--- config.mk ---
export PLATFORM = sky130hd
export DESIGN_NAME = bankWriteSeq
export DESIGN_NICKNAME = d
export VERILOG_FILES = /design/src/rtl/bws_pkg.sv /design/src/rtl/bws_ctrl.sv /design/src/rtl/bws_datapath.sv /design/src/rtl/bankWriteSeq.sv
export SDC_FILE = /design/constraint.sdc
export NUM_CORES = 1
export LEC_CHECK = 0
export BUFFER_PORTS_ARGS = -buffer_cell sky130_fd_sc_hd__buf_4
export CAP_MARGIN = 20
export CORE_ASPECT_RATIO = 0.7
export CORE_MARGIN = 3
export CORE_UTILIZATION = 57
export CTS_BUF_LIST = sky130_fd_sc_hd__clkbuf_16
export DETAILED_ROUTE_END_ITERATION = 10
export PLACE_DENSITY = 0.85
export SLEW_MARGIN = 15
export SYNTH_ARGS = -nofsm -noshare
export SYNTH_HDL_FRONTEND = slang
export SYNTH_SLANG_ARGS = --single-unit
export TNS_END_PERCENT = 5
--- constraint.sdc ---
create_clock -name clk -period 13.9 [get_ports clk]
set_input_delay 2.085 -clock clk [delete_from_list [all_inputs] [get_ports clk]]
set_output_delay 2.085 -clock clk [all_outputs]
set_load 0.005 [all_outputs]
--- src/rtl/bws_pkg.sv ---
package bws_pkg;

  typedef enum logic {
    ST_IDLE = 1'b0,
    ST_RUN  = 1'b1
  } seqState_e;

  // control -> datapath
  typedef struct packed {
    logic load;
    logic actGo;
    logic wrGo;
    logic retGo;
    logic datGo;
    logic preGo;
  } seqStrobe_t;

  // datapath -> control
  typedef struct packed {
    logic actDue;
    logic wrDue;
    logic retDue;
    logic datDue;
    logic preDue;
    logic spacingMet;
  } seqStatus_t;

endpackage

--- src/rtl/bws_ctrl.sv ---
module bws_ctrl
  import bws_pkg::*;
(
  input  logic       clk,
  input  logic       rstN,
  input  logic       reqValid,
  input  seqStatus_t st,
  output logic       reqReady,
  output seqStrobe_t sb
);

  seqState_e state, stateNx;
  logic run;
  logic accept;

  always_comb begin
    run      = (state == ST_RUN);
    reqReady = !run || st.spacingMet;
    accept   = reqValid && reqReady;

    sb.load  = accept;
    sb.actGo = run && st.actDue;
    sb.wrGo  = run && st.wrDue;
    sb.retGo = run && st.retDue;
    sb.datGo = run && st.datDue;
    sb.preGo = run && st.preDue;

    stateNx = state;
    if (accept)                   stateNx = ST_RUN;
    else if (run && st.spacingMet) stateNx = ST_IDLE;
  end

  always_ff @(posedge clk or negedge rstN) begin
    if (!rstN) state <= ST_IDLE;
    else       state <= stateNx;
  end

endmodule

--- src/rtl/bws_datapath.sv ---
module bws_datapath
  import bws_pkg::*;
#(
  parameter int DEV_W    = 5,
  parameter int BANK_W   = 4,
  parameter int ROW_W    = 9,
  parameter int COL_W    = 6,
  parameter int MASK_W   = 16,
  parameter int MAX_COLS = 8,
  parameter int TW       = 8,
  parameter int DATA_OFS = 1
) (
  input  logic                                  clk,
  input  logic                                  rstN,
  input  seqStrobe_t                            sb,
  input  logic [DEV_W-1:0]                      reqDev,
  input  logic [BANK_W-1:0]                     reqBank,
  input  logic [ROW_W-1:0]                      reqRow,
  input  logic [$clog2(MAX_COLS+1)-1:0]         reqColCount,
  input  logic [MAX_COLS*COL_W-1:0]             reqColList,
  input  logic [MAX_COLS-1:0]                   reqMaskUse,
  input  logic [MAX_COLS*MASK_W-1:0]            reqMaskList,
  input  logic [TW-1:0]                         cfgRcd,
  input  logic [TW-1:0]                         cfgCwd,
  input  logic [TW-1:0]                         cfgCc,
  input  logic [TW-1:0]                         cfgRtr,
  input  logic [TW-1:0]                         cfgRas,
  input  logic [TW-1:0]                         cfgRtp,
  input  logic [TW-1:0]                         cfgRc,
  input  logic [TW-1:0]                         cfgRp,
  output seqStatus_t                            st,
  output logic [DEV_W-1:0]                      cmdDev,
  output logic [BANK_W-1:0]                     cmdBank,
  output logic [ROW_W-1:0]                      actRow,
  output logic [COL_W-1:0]                      wrCol,
  output logic                                  retMaskUse,
  output logic [MASK_W-1:0]                     mskBits,
  output logic [((MAX_COLS>1)?$clog2(MAX_COLS):1)-1:0] wdIndex
);

  localparam int CNT_W = $clog2(MAX_COLS + 1);
  localparam int IDX_W = (MAX_COLS > 1) ? $clog2(MAX_COLS) : 1;
  localparam int TK_W  = TW + 4;

  function automatic logic [TK_W-1:0] eff(input logic [TW-1:0] v);
    return (v == '0) ? TK_W'(1) : TK_W'(v);
  endfunction

  logic [TK_W-1:0]   tick, nextWr, nextRet, nextDat, lastRet, preTick;
  logic [TK_W-1:0]   ccQ, rasQ, rtpQ, rcQ, rpQ;
  logic [CNT_W-1:0]  countQ, wrIdx, retIdx, datIdx;
  logic              preDone;
  logic [DEV_W-1:0]  devQ;
  logic [BANK_W-1:0] bankQ;
  logic [ROW_W-1:0]  rowQ;
  logic [COL_W-1:0]  colQ  [MAX_COLS];
  logic [MASK_W-1:0] maskQ [MAX_COLS];
  logic [MAX_COLS-1:0] useQ;
  logic [CNT_W-1:0]  countIn;

  always_comb begin
    if (reqColCount == '0)                     countIn = CNT_W'(1);
    else if (reqColCount > CNT_W'(MAX_COLS))   countIn = CNT_W'(MAX_COLS);
    else                                       countIn = reqColCount;
  end

  // transaction context and per-column tables
  always_ff @(posedge clk or negedge rstN) begin
    if (!rstN) begin
      devQ  <= '0;
      bankQ <= '0;
      rowQ  <= '0;
      useQ  <= '0;
      for (int i = 0; i < MAX_COLS; i++) begin
        colQ[i]  <= '0;
        maskQ[i] <= '0;
      end
    end else if (sb.load) begin
      devQ  <= reqDev;
      bankQ <= reqBank;
      rowQ  <= reqRow;
      useQ  <= reqMaskUse;
      for (int i = 0; i < MAX_COLS; i++) begin
        colQ[i]  <= reqColList[i*COL_W +: COL_W];
        maskQ[i] <= reqMaskList[i*MASK_W +: MASK_W];
      end
    end
  end

  // elapsed counter, event targets and captured spacings
  always_ff @(posedge clk or negedge rstN) begin
    if (!rstN) begin
      tick    <= '0;
      nextWr  <= '0;
      nextRet <= '0;
      nextDat <= '0;
      lastRet <= '0;
      preTick <= '0;
      preDone <= 1'b0;
      countQ  <= CNT_W'(1);
      wrIdx   <= '0;
      retIdx  <= '0;
      datIdx  <= '0;
      ccQ     <= TK_W'(1);
      rasQ    <= TK_W'(1);
      rtpQ    <= TK_W'(1);
      rcQ     <= TK_W'(1);
      rpQ     <= TK_W'(1);
    end else if (sb.load) begin
      tick    <= '0;
      nextWr  <= eff(cfgRcd);
      nextRet <= eff(cfgRcd) + eff(cfgRtr);
      nextDat <= eff(cfgRcd) + eff(cfgCwd) + TK_W'(DATA_OFS);
      lastRet <= '0;
      preTick <= '0;
      preDone <= 1'b0;
      countQ  <= countIn;
      wrIdx   <= '0;
      retIdx  <= '0;
      datIdx  <= '0;
      ccQ     <= eff(cfgCc);
      rasQ    <= eff(cfgRas);
      rtpQ    <= eff(cfgRtp);
      rcQ     <= eff(cfgRc);
      rpQ     <= eff(cfgRp);
    end else begin
      if (tick != '1) tick <= tick + TK_W'(1);
      if (sb.wrGo) begin
        wrIdx  <= wrIdx + CNT_W'(1);
        nextWr <= nextWr + ccQ;
      end
      if (sb.retGo) begin
        retIdx  <= retIdx + CNT_W'(1);
        nextRet <= nextRet + ccQ;
        lastRet <= tick;
      end
      if (sb.datGo) begin
        datIdx  <= datIdx + CNT_W'(1);
        nextDat <= nextDat + ccQ;
      end
      if (sb.preGo) begin
        preDone <= 1'b1;
        preTick <= tick;
      end
    end
  end

  logic actDue, wrDue, retDue, datDue, preDue, datAll, spacingMet;
  logic [TK_W-1:0] preRef, tickNx;

  always_comb begin
    actDue = (tick == '0);
    wrDue  = (wrIdx  < countQ) && (tick == nextWr);
    retDue = (retIdx < countQ) && (tick == nextRet);
    datDue = (datIdx < countQ) && (tick == nextDat);
    preDue = !preDone && (retIdx == countQ) &&
             (tick >= rasQ) && (tick >= lastRet + rtpQ);
    // look one cycle ahead: ready now means an activate next cycle is legal
    datAll = (datIdx == countQ) || (datDue && (datIdx + CNT_W'(1) == countQ));
    preRef = preDone ? preTick : tick;
    tickNx = tick + TK_W'(1);
    spacingMet = (preDone || preDue) && datAll &&
                 (tickNx >= rcQ) && (tickNx >= preRef + rpQ);
  end

  assign st.actDue     = actDue;
  assign st.wrDue      = wrDue;
  assign st.retDue     = retDue;
  assign st.datDue     = datDue;
  assign st.preDue     = preDue;
  assign st.spacingMet = spacingMet;

  assign cmdDev     = devQ;
  assign cmdBank    = bankQ;
  assign actRow     = rowQ;
  assign wrCol      = colQ[wrIdx[IDX_W-1:0]];
  assign retMaskUse = useQ[retIdx[IDX_W-1:0]];
  assign mskBits    = maskQ[retIdx[IDX_W-1:0]];
  assign wdIndex    = datIdx[IDX_W-1:0];

endmodule

--- src/rtl/bankWriteSeq.sv ---
module bankWriteSeq
  import bws_pkg::*;
#(
  parameter int DEV_W    = 5,
  parameter int BANK_W   = 4,
  parameter int ROW_W    = 9,
  parameter int COL_W    = 6,
  parameter int MASK_W   = 16,
  parameter int MAX_COLS = 8,
  parameter int TW       = 8,
  parameter int DATA_OFS = 1
) (
  input  logic                                  clk,
  input  logic                                  rstN,
  input  logic                                  reqValid,
  output logic                                  reqReady,
  input  logic [DEV_W-1:0]                      reqDev,
  input  logic [BANK_W-1:0]                     reqBank,
  input  logic [ROW_W-1:0]                      reqRow,
  input  logic [$clog2(MAX_COLS+1)-1:0]         reqColCount,
  input  logic [MAX_COLS*COL_W-1:0]             reqColList,
  input  logic [MAX_COLS-1:0]                   reqMaskUse,
  input  logic [MAX_COLS*MASK_W-1:0]            reqMaskList,
  input  logic [TW-1:0]                         cfgRcd,
  input  logic [TW-1:0]                         cfgCwd,
  input  logic [TW-1:0]                         cfgCc,
  input  logic [TW-1:0]                         cfgRtr,
  input  logic [TW-1:0]                         cfgRas,
  input  logic [TW-1:0]                         cfgRtp,
  input  logic [TW-1:0]                         cfgRc,
  input  logic [TW-1:0]                         cfgRp,
  output logic                                  busy,
  output logic [DEV_W-1:0]                      cmdDev,
  output logic [BANK_W-1:0]                     cmdBank,
  output logic                                  actValid,
  output logic [ROW_W-1:0]                      actRow,
  output logic                                  wrValid,
  output logic [COL_W-1:0]                      wrCol,
  output logic                                  retValid,
  output logic                                  mskValid,
  output logic [MASK_W-1:0]                     mskBits,
  output logic                                  wdValid,
  output logic [((MAX_COLS>1)?$clog2(MAX_COLS):1)-1:0] wdIndex,
  output logic                                  preValid
);

  seqStrobe_t sb;
  seqStatus_t st;
  logic       retMaskUse;

  bws_ctrl uCtrl (
    .clk      (clk),
    .rstN     (rstN),
    .reqValid (reqValid),
    .st       (st),
    .reqReady (reqReady),
    .sb       (sb)
  );

  bws_datapath #(
    .DEV_W(DEV_W), .BANK_W(BANK_W), .ROW_W(ROW_W), .COL_W(COL_W),
    .MASK_W(MASK_W), .MAX_COLS(MAX_COLS), .TW(TW), .DATA_OFS(DATA_OFS)
  ) uDp (
    .clk         (clk),
    .rstN        (rstN),
    .sb          (sb),
    .reqDev      (reqDev),
    .reqBank     (reqBank),
    .reqRow      (reqRow),
    .reqColCount (reqColCount),
    .reqColList  (reqColList),
    .reqMaskUse  (reqMaskUse),
    .reqMaskList (reqMaskList),
    .cfgRcd      (cfgRcd),
    .cfgCwd      (cfgCwd),
    .cfgCc       (cfgCc),
    .cfgRtr      (cfgRtr),
    .cfgRas      (cfgRas),
    .cfgRtp      (cfgRtp),
    .cfgRc       (cfgRc),
    .cfgRp       (cfgRp),
    .st          (st),
    .cmdDev      (cmdDev),
    .cmdBank     (cmdBank),
    .actRow      (actRow),
    .wrCol       (wrCol),
    .retMaskUse  (retMaskUse),
    .mskBits     (mskBits),
    .wdIndex     (wdIndex)
  );

  assign busy     = !reqReady;
  assign actValid = sb.actGo;
  assign wrValid  = sb.wrGo;
  assign retValid = sb.retGo;
  assign mskValid = sb.retGo && retMaskUse;
  assign wdValid  = sb.datGo;
  assign preValid = sb.preGo;

endmodule

Word level (Yosys, flattened, before mapping) --
Cells that the tools add are included.
Cells by class: magnitude comparators 11, $add $sub $neg 12, bitwise operators 2, muxes and demuxes 41, eq/ne operators 7, reductions and logical operators 40
Operators by type and width (count):
- 12-bit 2-to-1 mux | 13
- 12-bit adder | 7
- 8-bit logical NOT | 8
- 8-bit 2-to-1 mux | 8
- 16-bit binary-select mux with 3-bit select | 1
- 12-bit >= comparator | 4
- 12-bit equality test | 3
- 16-bit 2-to-1 mux | 2
- 4-bit 2-to-1 mux | 8
- 12-bit by 1-bit adder with 12-bit output (second input constant) | 2
- 6-bit binary-select mux with 3-bit select | 1
- 1-bit logical AND | 18
- 4-bit by 1-bit adder with 4-bit output (second input constant) | 3
- 4-bit equality test | 3
- 12-bit logical NOT | 1
- 4-bit less-than comparator | 3
- 6-bit 2-to-1 mux | 2
- 12-bit inequality test (second input constant) | 1
- 2-bit nonzero test | 6
- 4-bit >= comparator (second input constant) | 2
- 3-bit inverter with 4-bit output | 2
- 1-bit 2-to-1 mux | 5
- 4-bit greater-than comparator (second input constant) | 1
- 4-bit logical NOT | 1
- other kinds (4) | 8
Storage, ports and cells: register bits after elaboration 352, logic and storage cells 150, bits of input ports 273

Longest topological paths before layout --
depth after elaboration 11, gate-level depth with buffers 26, depth with buffers taken out 20

Modules after synthesis --
A second synthesis with hierarchy kept.
Second synthesis, totals: cells, all modules 1619, area total of the unflattened synthesis 18819.3 um^2
Modules (own cells, without submodules):
- bws_datapath | cells an instance 1607, area each 18724.2 um^2, instances 1
- bws_ctrl | cells an instance 10, area each 85.1 um^2, instances 1
- bankWriteSeq | cells an instance 2, area each 10.0 um^2, instances 1

Least setup slack after synthesis --
No wires, ideal clock.
kind reg2out, from register uDp.preDone, to output port busy, cell stages (with the launch flop) 20, data arrival time 3.984 ns, path slack 7.831 ns, path through dfrtp_1 clkbuf_1 clkbuf_1 o21a_1 inv_1 ha_1 a21o_1 a21oi_1 o21a_1 o21ai_0 a41oi_1 xnor2_1 mux2i_1 ha_1 nand4_1 or3_1 o211ai_1 nor4b_2 a21bo_2 inv_1
Between the ends: longest elaborated chain between the ends 10
RTL lines:
- start, declared | line bws_datapath.sv:52 | logic preDone;
- start signal, assigned | line bws_datapath.sv:99 | preDone <= 1'b0;
- start signal, assigned | line bws_datapath.sv:116 | preDone <= 1'b0;
- start signal, assigned | line bws_datapath.sv:142 | preDone <= 1'b1;
- parallel branches: the longest is 7 deep, another holds 12-bit adder
- 1-bit logical AND (*) | line bws_datapath.sv:163 | (tickNx >= rcQ) && (tickNx >= preRef + rpQ);
- 1-bit logical OR (*) | line bws_ctrl.sv:18 | reqReady = !run || st.spacingMet;
- named net reqReady | line bankWriteSeq.sv:16 | output logic reqReady,
- 1-bit logical NOT (*) | line bankWriteSeq.sv:92 | assign busy = !reqReady;
- end, declared | line bankWriteSeq.sv:32 | output logic busy,
Mark *: on every way through the listed nets, which the timed path passes.

Worst setup path in the final report --
from register uDp.preDone, to output port busy
Between the ends: longest elaborated chain between the ends 10
RTL lines (line):
- parallel branches: the longest is 7 deep, another holds 12-bit adder
- 1-bit logical AND (*) | bws_datapath.sv:163
- 1-bit logical OR (*) | bws_ctrl.sv:18
- 1-bit logical NOT (*) | bankWriteSeq.sv:92
Mark *: on every way between the ends.

==> results.toml <==
[status]
status = "complete, no violations"

[timing]
final.setup_skew_ns = 0.0235
tightestPinTransition_ns = 1.01
post-route-period-util_pct = 54.3
setup_viol = 0
grt_setup_unrepaired = "no"
final-max-slew-violation-count = 0
postLayoutSetupSlackWorst_ns = 6.36
relSlewSlack_pct = 32.4
finalHoldViolations = 0
fin_tns_setup_ns = 0
hold_slack_ns = 0.479
min_period_ns = 7.54
max_freq_mhz = 133

[flow_run]
cap_violations = 0

[setup_path]
crit_path_cell_trace = "mux2_2 -> ha_1 -> a21oi_1 -> o21a_1 -> o21ai_0 -> a41oi_1 -> xnor2_1 -> mux2i_1 -> ha_1 -> nand4_1 -> or3_1 -> o211ai_1 -> nor4b_2 -> a21bo_2 -> inv_1 -> buf_4"
critPathLaunchType = "flip-flop"
cp_slowest_stage_delay_ns = 0.83
slowest_stage = "dfrtp_1"
crit_type = "reg2out"
end_kind = "output pin"
cp_common_cell = "ha_1"
crit_arrival_ns = 5.46
crit_fanout = 19
required_ns = 11.81

[floorplan]
die-area_um2 = 35700
die_w_um = 225
ios = 324
core_area_um2 = 32600
die_y_um = 159
start_util_pct = 58.5
rows = 55

[finish]
syn2layout_area_growth_pct = 18.9
n_fill_cell = 2302
drive_above_1_share_pct = 30.4
stdcell_count = 2320
layout.nets = 2261
n_antenna_cell = 0

[grt]
grt.overflow.total = 0
antenna_found_initial = 0
grt_pass1_vias = 14400
grt_usage_pct = 27.4
grt_max_degree = 182
grt_pass1_wl_mm = 78.4

[pwr]
p_sw_share_pct = 38.8
p_int_w = 0.00342
p_sw_w = 0.00217
p_comb_share_pct = 49.1
power.leakage_nw = 10.7
powerDensity_nw_per_um2 = 246
clkPwrFrac_pct = 16.3
ir_drop_v = 0.000132
p_seq_share_pct = 34.6

[clocking]
cts_tree = "built"
clk_latency_ns = 0.53
cts_inserted_buffers = 35
post-cts-setup-buffer-count = 0
cts.sinks = 332
clockBufferDepth = 3
htree_levels = 2
clockRootBuffer = "clkbuf_16"
cts_resized = 0
clk_pin_slew_ns = 0.06
cts-hold-fix-buffers = 0

[synth]
synth_edf_count = 0
syn_avg_cell_area_um2 = 12.0
synthArstFlopShare_pct = 100
synth_area_um2 = 19100
ys.warnings.count = 0
ys.flop_type = "dfrtp_1"
synth.most_common_cell = "dfrtp_1"
syn_nets = 1988
synth_top_area_cell = "dfrtp_1"
ys_seq_area_share_pct = 43.6
synth.top_cell.area_share_pct = 42.8
synth_cell_type_count = 68
synth_commonest_cells = "dfrtp_1 (326), mux2_1 (161), mux2_2 (123), ha_1 (112), nor2_1 (99)"
synth_area_leaders = "dfrtp_1 (43%), mux2_1 (9.5%), ha_1 (7.3%), mux2_2 (7.3%), mux4_2 (5.4%)"
synth_cells = 1596
synth-seq-cells = 332

[place]
dpl.cell_count = 2257
port_buffers = 323
pre_cts_ws_ns = 7.02
gp_congestion = 0.942
hpwl_mm = 35.8

[detailed_routing]
drt_iter0_markers = 1080
viasPerCell = 5.90
drt_wl_total_mm = 49.5
vias = 13700
ant_nets = 0
drc = 0
dr.pass1.iters = 5
wl_per_cell_um = 21.3

[worst_hold_path]
hp-class = "reg2reg"
-- kinds of logic (layout without fill, tap and decap cells) --
kind of cell | count (synthesis) | after routing | synth area share (%)
DFF | 332 | 332 | 43.6
AOI/OAI and AO/OA | 156 | 156 | 5.19
buffers and inverters | 157 | 454 | 4.36
muxes | 378 | 378 | 24.7
adders and majority gates | 119 | 119 | 8.08
xor gates and xnor gates | 114 | 114 | 5.23
and+or+nand+nor | 340 | 340 | 8.83
-- final timing paths --
check                       startpoint        endpoint  slack [ns]  cells past startpoint
setup reg to reg           uDp.preDone  uDp.maskQ[120]        7.20                     16
min in group asynchronous         rstN    uDp.colQ[18]        1.59                      1
max in group asynchronous         rstN   uDp.retIdx[0]       10.75                      2
hold / removal             uDp.useQ[2]     uDp.useQ[2]        0.48                      1
setup / recovery           uDp.preDone            busy        6.36                     16
hold reg to reg            uDp.useQ[2]     uDp.useQ[2]        0.48                      1
-- layout make-up --
cell class,instances,area [µm²],share of cell area [%]
Multi-Input combinational cell,1107,9960,43.9
Sequential cell,332,8320,36.7
Timing Repair Buffer,336,2570,11.3
Clock buffer,35,876,3.86
Tap cell,427,534,2.35
Clock inverter,26,218,0.960
Inverter,57,214,0.943
-- registers in the layout, indices dropped and copies added, names as in the netlist, 5 cells and up --
signal	flops
uDp.maskQ	128
uDp.colQ	48
uDp.lastRet	12
uDp.nextDat	12
uDp.nextRet	12
uDp.nextWr	12
uDp.preTick	12
uDp.tick	12
uDp.actRow	9
uDp.ccQ	8
uDp.rasQ	8
uDp.rcQ	8
uDp.rpQ	8
uDp.rtpQ	8
uDp.useQ	8
uDp.cmdDev	5
-- layer usage --
layer  routed length, µm  track usage (%)  up-vias
li1                    -                -     6256
met2               23200             44.0      509
met4                1460             7.77        0
met5                   0                0        -
met1               21000             37.5     6829
met3                3800             6.23      104
-- metrics by stage --
stage | area [µm²] | utilization, % | total power (W)
floorplan | 19100 | - | 0.00378
global placement | 21600 | 66.1 | 0.00447
detailed placement | 21600 | 66.1 | 0.00462
CTS | 22600 | 69.4 | 0.00558
global route | 22700 | 69.6 | 0.00599
finish | 22700 | 69.6 | 0.00559
-- layout by cell type, fill, tap and decap left out, types with 8 or more instances in the layout --
| cell type | n |
|---|---|
| nor2_1 | 99 |
| ha_1 | 112 |
| mux2_2 | 123 |
| mux2_1 | 161 |
| inv_1 | 59 |
| xor2_1 | 51 |
| a21oi_1 | 61 |
| dfrtp_1 | 325 |
| clkbuf_16 | 35 |
| mux2i_1 | 48 |
| a21o_1 | 16 |
| nand2b_1 | 20 |
| buf_4 | 332 |
| nor2b_1 | 12 |
| o21ai_0 | 23 |
| xnor2_1 | 63 |
| clkinv_1 | 8 |
| nand3_1 | 37 |
| mux4_2 | 46 |
| nand2_1 | 76 |
| nand4_1 | 12 |
| nor3_1 | 25 |
| clkinv_2 | 9 |
| or4_1 | 10 |
| nor4_1 | 14 |
-- worst max-delay path, delay by kind of cell, from the launching register on --
| family | cells | cell delay, ns |
|---|---|---|
| AO/OA/AOI/OAI | 6 | 1.52 |
| AND/OR/NAND/NOR | 3 | 1.03 |
| buffers and inverters | 2 | 0.18 |
| XOR/XNOR | 1 | 0.20 |
| flip-flops | 1 | 0.83 |
| multiplexers | 2 | 0.50 |
| adder cells (fa/ha/maj) | 2 | 0.66 |
-- power by group through the flow --
| stage | Combinational (W) | Sequential (W) | Clock, W |
|---|---|---|---|
| final | 0.00274 | 0.00193 | 0.000912 |
| after global routing | 0.00304 | 0.00198 | 0.000969 |
| after CTS | 0.00273 | 0.00192 | 0.000926 |
| after detailed placement | 0.00270 | 0.00193 | 0 |
| after global placement | 0.00257 | 0.00189 | 0 |
| after floorplan | 0.00211 | 0.00167 | 0 |
Power figures use the tool's default switching activity.
